## src/rtl/ser_pkg.sv

```systemverilog
package ser_pkg;

  typedef enum logic {
    ORDER_LOW_FIRST  = 1'b0,
    ORDER_HIGH_FIRST = 1'b1
  } order_e;

  // node count of a full binary tree with lv select levels
  function automatic int tree_nodes(input int lv);
    return (2 ** (lv + 1)) - 1;
  endfunction

endpackage

```

## src/rtl/ser_rst_sync.sv

```systemverilog
module ser_rst_sync #(
  parameter int STAGES = 2
) (
  input  logic clk,
  input  logic rst_n,
  output logic rst_sync_n
);

  logic [STAGES-1:0] chain_q;
  logic [STAGES-1:0] chain_d;

  always_comb begin
    chain_d = {chain_q[STAGES-2:0], 1'b1};
  end

  always_ff @(posedge clk or negedge rst_n) begin
    if (!rst_n) begin
      chain_q <= '0;
    end else begin
      chain_q <= chain_d;
    end
  end

  assign rst_sync_n = chain_q[STAGES-1];

endmodule

```

## src/rtl/ser_rate_div.sv

```systemverilog
module ser_rate_div #(
  parameter int LEVELS = 4
) (
  input  logic              clk,
  input  logic              rst_n,
  output logic [LEVELS-1:0] phase,
  output logic              load_en,
  output logic              word_clk
);

  logic [LEVELS-1:0] cnt_q;
  logic [LEVELS-1:0] cnt_d;

  // bit k of the count is the divide-by-2**(k+1) clock
  always_comb begin
    cnt_d = cnt_q + 1'b1;
  end

  always_ff @(posedge clk or negedge rst_n) begin
    if (!rst_n) begin
      cnt_q <= '0;
    end else begin
      cnt_q <= cnt_d;
    end
  end

  assign phase    = cnt_q;
  assign load_en  = &cnt_q;
  assign word_clk = cnt_q[LEVELS-1];

endmodule

```

## src/rtl/ser_mux_tree.sv

```systemverilog
module ser_mux_tree #(
  parameter  int LEVELS = 4,
  localparam int WIDTH  = 1 << LEVELS,
  localparam int NODES  = ser_pkg::tree_nodes(LEVELS)
) (
  input  logic [WIDTH-1:0]  word,
  input  logic [LEVELS-1:0] sel,
  output logic              bit_o
);

  // heap order: node 0 is the root, leaves sit at WIDTH-1 .. NODES-1
  logic [NODES-1:0] node;

  for (genvar gi = 0; gi < WIDTH; gi++) begin : g_leaf
    assign node[WIDTH-1+gi] = word[gi];
  end

  // depth gd is steered by the divided clock sel[LEVELS-1-gd];
  // the fastest clock picks between neighbouring leaves
  for (genvar gd = 0; gd < LEVELS; gd++) begin : g_depth
    for (genvar gp = 0; gp < (1 << gd); gp++) begin : g_pos
      assign node[(1 << gd) - 1 + gp] = sel[LEVELS-1-gd]
        ? node[(1 << (gd + 1)) - 1 + 2*gp + 1]
        : node[(1 << (gd + 1)) - 1 + 2*gp];
    end
  end

  assign bit_o = node[0];

endmodule

```

## src/rtl/ser_clk_gate.sv

```systemverilog
module ser_clk_gate (
  input  logic clk,
  input  logic rst_n,
  input  logic off,
  output logic gclk
);

  logic en_q;
  logic en_d;

  always_comb begin
    en_d = ~off;
  end

  // enable moves only while clk is low, so the gated copy has no runt pulse
  always_ff @(negedge clk or negedge rst_n) begin
    if (!rst_n) begin
      en_q <= 1'b0;
    end else begin
      en_q <= en_d;
    end
  end

  assign gclk = clk & en_q;

endmodule

```

## src/rtl/ser_tree16.sv

```systemverilog
module ser_tree16 #(
  parameter  int LEVELS = 4,
  localparam int WIDTH  = 1 << LEVELS
) (
  input  logic             clk,
  input  logic             rst_n,
  input  logic [WIDTH-1:0] din,
  input  logic             bit_order,
  input  logic             clk_off,
  output logic             ser_out,
  output logic             word_clk,
  output logic             fwd_clk
);

  logic              rst_i_n;
  logic [LEVELS-1:0] phase;
  logic              load_en;
  logic [WIDTH-1:0]  din_rev;
  logic [WIDTH-1:0]  word_q, word_d;
  logic              live_q, live_d;
  logic              out_q, out_d;
  logic              tree_bit;

  ser_rst_sync #(.STAGES(2)) u_rst (
    .clk        (clk),
    .rst_n      (rst_n),
    .rst_sync_n (rst_i_n)
  );

  ser_rate_div #(.LEVELS(LEVELS)) u_div (
    .clk      (clk),
    .rst_n    (rst_i_n),
    .phase    (phase),
    .load_en  (load_en),
    .word_clk (word_clk)
  );

  assign din_rev = {<<{din}};

  // the order is folded in at capture, so the tree always sends leaf 0 first
  always_comb begin
    word_d = word_q;
    if (load_en) begin
      word_d = (ser_pkg::order_e'(bit_order) == ser_pkg::ORDER_HIGH_FIRST)
             ? din_rev : din;
    end
    live_d = live_q | load_en;
    out_d  = live_q ? tree_bit : 1'b0;
  end

  always_ff @(posedge clk or negedge rst_i_n) begin
    if (!rst_i_n) begin
      word_q <= '0;
      live_q <= 1'b0;
      out_q  <= 1'b0;
    end else begin
      word_q <= word_d;
      live_q <= live_d;
      out_q  <= out_d;
    end
  end

  ser_mux_tree #(.LEVELS(LEVELS)) u_tree (
    .word  (word_q),
    .sel   (phase),
    .bit_o (tree_bit)
  );

  ser_clk_gate u_gate (
    .clk   (clk),
    .rst_n (rst_n),
    .off   (clk_off),
    .gclk  (fwd_clk)
  );

  assign ser_out = out_q;

endmodule

```

## config.mk

```make
export PLATFORM = sky130hd
export DESIGN_NAME = ser_tree16
export DESIGN_NICKNAME = d
export VERILOG_FILES = /design/src/rtl/ser_pkg.sv /design/src/rtl/ser_rst_sync.sv /design/src/rtl/ser_rate_div.sv /design/src/rtl/ser_mux_tree.sv /design/src/rtl/ser_clk_gate.sv /design/src/rtl/ser_tree16.sv
export SDC_FILE = /design/constraint.sdc
export NUM_CORES = 1
export LEC_CHECK = 0
export CORE_MARGIN = 2
export CORE_UTILIZATION = 45
export CTS_CLUSTER_DIAMETER = 100
export DETAILED_ROUTE_END_ITERATION = 10
export GPL_TIMING_DRIVEN = 0
export HOLD_SLACK_MARGIN = 0.12
export PLACE_DENSITY = 0.74
export SLEW_MARGIN = 25
export SYNTH_ARGS = -nofsm -noshare
export SYNTH_HDL_FRONTEND = slang
export SYNTH_HIERARCHICAL = 1
export SYNTH_SLANG_ARGS = --single-unit
```

## constraint.sdc

```tcl
create_clock -name clk -period 0.8 [get_ports clk]
set_input_delay 0.12 -clock clk [delete_from_list [all_inputs] [get_ports clk]]
set_output_delay 0.12 -clock clk [all_outputs]
set_load 0.01 [all_outputs]
```

==> Word-level counts from Yosys, hierarchy flattened <==
Cells that the tools add are included.
{ "word_totals": {"register_bits": 25, "inputBits": 20, "out_inout_bits": 3, "elab_cells": 28} }
{ "op_classes": {"add_sub_neg": 1, "n_mux": 17, "bitwise_logic": 3, "n_reduce_logical": 1} }
{ "ops": {"columns": ["cell", "n"], "rows": [
  ["two-way mux 1 bit", 16],
  ["two-way mux 16 bit", 1],
  ["adder 4 x 1 -> 4 bit (second input constant)", 1],
  ["AND reduction 4 bit", 1],
  ["AND 1 bit", 1],
  ["inverter 1 bit", 1],
  ["OR 1 bit", 1]
]} }

==> Depth between registers and ports, before layout <==
{ "depth": {"word_depth": 5, "depth_mapped": 6, "depth_no_buf": 4} }

==> By module <==
The synthesis kept the hierarchy.
{ "modules_own_cells": {"columns": ["module", "n_inst", "cells_per_inst", "area_each_um2", "seq_area_each_um2"], "rows": [
  ["ser_tree16", 1, 74, 813.3, 450.4],
  ["ser_rate_div", 1, 11, 158.9, 100.1],
  ["ser_mux_tree", 1, 7, 135.1, 0.0],
  ["ser_rst_sync", 1, 3, 53.8, 50.0],
  ["ser_clk_gate", 1, 3, 35.0, 25.0]
]} }

==> impl_metrics.csv <==
group,metric,value,unit
synth,synthAdderAreaFrac,1.046,%
global_routing,grt_pass1_wl,4160,um
synth,synth_compound_area_share,6.695,%
layout,layout.nets,156,
timing,rsz0062_at_grt,"yes",
synth,synth_seq_cells,25,
timing,fin_ws,-788.6,ps
cts,hold_buffers,1,
timing,setup_viol,48,
timing,tightestPinTransition,875.5,ps
timing,hold_viol_final,0,
timing,drv_slew,0,
floorplan,io-pin-count,23,
cts,insertion_delay,440,ps
synth,ys_top_cells_by_count,"dfrtp_1 (24), mux2i_1 (19), a21oi_1 (16), nor2_1 (16), mux4_1 (4)",
cts,cts_tree,"yes",
run_status,violations,"negative setup slack",
power_and_ir_drop,peakVddDrop,1606,uV
timing,holdWs,60.51,ps
floorplan,initial_core_util,47.85,%
global_routing,grt-ovfl-total,0,
synth,synth_edf_count,0,
synth,syn_area,1196,sq um
synth,yosysTopAreaCell,"dfrtp_1",
global_routing,grt_antenna_before_repair,0,
setup_path,crit_type,"flip-flop to primary output",
drt,first_pass_iters,4,
drt,drc,0,
placement,dpl_cell_area,1441,sq um
floorplan,die-area,3086,sq um
layout,final_cell_area,1823,sq um
job,drv_cap,0,
synth,yosys.cell_count.top_type,"dfrtp_1",
drt,totalWireLength,2495,um
setup_path,cp.required,680,ps
synth,syn-num-nets,119,
synth,synthXorXnorAreaFrac,1.464,%
synth,yosysWarningCount,6,
power_and_ir_drop,p_per_area,1480,nW/um^2
drt,ant_nets,0,
drt,wl_per_cell,15.21,um
placement,io_buffers,21,
setup_path,critPathBufInv,1,
layout,utilization,72.92,%
setup_path,cp_max_fo,1,
worst_hold_path,worstHoldStart,"bit_order",
power_and_ir_drop,cellLeakagePower,0.0007609,uW
run_status,status,"complete, but fails checks",
synth,async_flop_share,100.0,%
setup_path,end_kind,"primary output",
global_routing,grt_pass1_vias,946,
layout,diodes,0,
synth,synth_area_leaders,"dfrtp_1 (50%), mux2i_1 (16%), mux4_1 (8.8%), a21oi_1 (6.7%), nor2_1 (5.0%)",
power_and_ir_drop,totalPowerFinal,2697,uW
timing,fin_skew,1.713,ps
global_routing,grt_max_degree,23,
floorplan,die_y,55.56,um
setup_path,crit_path_start,"u_gate/en_q",
placement,dp_hpwl,1566,um
drt,dr.first_iter.drc_count,5,
synth,synth_top_cell_area_share,50.21,%
drt,vias,883,
setup_path,crit_family,"flip-flops",
synth,postSynthAreaPerCell,12.21,sq um
synth,synthMuxAreaShare,24.69,%
floorplan,num_rows,18,
synth,synthSimpleGateAreaFrac,8.054,%
synth,synth_flop_cell,"dfrtp_1",
floorplan,die_x,55.56,um
setup_path,cp.arrival,1470,ps
layout,area_delta_synth_final,52.41,%
worst_hold_path,hold_class,"input port to flip-flop",
drt,vias_per_cell,5.384,
setup_path,critical-path-slowest-cell,"dfrtn_1",
timing,slew_headroom,41.64,%
synth,synth_top_family_by_area,"multiplexers",
floorplan,coreArea,2500,sq um
synth,syn_inst,98,
setup_path,path_cells,"and2_4 > buf_6",
cts,clk_pin_slew,130,ps
synth,ys_seq_area_share,52.30,%
layout,layout-drive-gt1-share,52.24,%
placement,gp_congestion,0.7879,
setup_path,reg2reg_from,"u_div/phase[0]",
global_routing,grt_use_total,18.03,%
synth,yosysUniqueCellTypes,21,
timing,tns,-15120,ps
setup_path,cpPeakStageDelay,410,ps
setup_path,cp-start-kind,"flip-flop",
==> sequential cells by signal, indices dropped and copies added, names as in the netlist <==
| register | cells |
|---|---|
| u_div/phase | 4 |
| ser_out | 1 |
| word_q | 16 |
| live_q | 1 |
| u_rst/chain_q | 2 |
| u_gate/en_q | 1 |
==> report_power, final <==
group	internal, uW	switching (uW)	leakage (uW)
clock	436	461	0.0000422
sequential	1340	87.9	0.000295
combinational	241	135	0.000424
==> routing by layer <==
metal | track usage [%] | wire length, um
met1 | 21.98 | 1015
met3 | 6.089 | 82
met5 | 0 | 0
met2 | 28.57 | 1366
met4 | 8.711 | 30
==> what timing repair did <==
| item | in CTS | in global routing |
|---|---|---|
| buffers inserted | 5 | 1 |
| gates resized for setup | 55 | 29 |
| gates cloned | 2 | 0 |
| pin swaps | 18 | 3 |
| endpoints found under the setup margin | 47 | 48 |
| hold endpoints to repair | 8 | 7 |
==> final timing paths <==
| kind | cells after the start | to | slack, ps |
|---|---|---|---|
| max in group asynchronous | 0 | u_div/phase[1] | -160 |
| worst max-delay path | 2 | fwd_clk | -790 |
| worst max register to register | 4 | ser_out | -700 |
| min in group asynchronous | 1 | u_gate/en_q | 110 |
| worst min register to register | 0 | word_q[8] | 370 |
| worst min-delay path | 3 | word_q[1] | 60 |
==> cell type report <==
type                    count  area [sq um]
plain buffers               6         93.84
clock buffers               7         56.30
clock inverters             1         5.005
fillers                   167         676.9
inverters                   2         7.507
multi-input cells          64         704.4
flip-flops and latches     25         628.1
well taps                  30         37.54
repair buffers             29         290.3
==> worst min-delay path: stages <==
cell and delay [ps]:
buf_6 130, mux2i_1 100, a21oi_2 120
==> cells by family after synthesis <==
family	count (synthesis)
compound gates	16
xor+xnor	2
fa+ha+maj	1
buf+inv	9
flops	25
mux	23
other cells	1
simple gates	21
==> placed cells by master, fill, tap and decap left out <==
cell type         n
a21oi_2          16
and2_4            1
clkbuf_4          6
nor2_4           14
dfrtp_1          22
inv_1             1
dfrtp_2           2
inv_2             1
ha_4              1
buf_4             2
nor2_2            2
buf_12            1
or2_4             1
buf_2             2
dfrtn_1           1
and2_1            1
nand3_4           1
dlygate4sd3_1     1
clkdlybuf4s50_1  18
buf_8             3
mux4_2            4
conb_1            1
and3_4            1
buf_6             8
mux2i_1          19
clkinv_2          1
xor2_2            1
xnor2_2           1
clkbuf_16         1
==> metrics by stage <==
stage | setup WS (ps) | instances
floorplan | -593.9 | 98
global placement | -712.6 | 149
detailed placement | -732.7 | 149
CTS | -790.2 | 163
global route | -846.1 | 164
finish | -788.6 | 164
(Power assumes the default switching activity.)
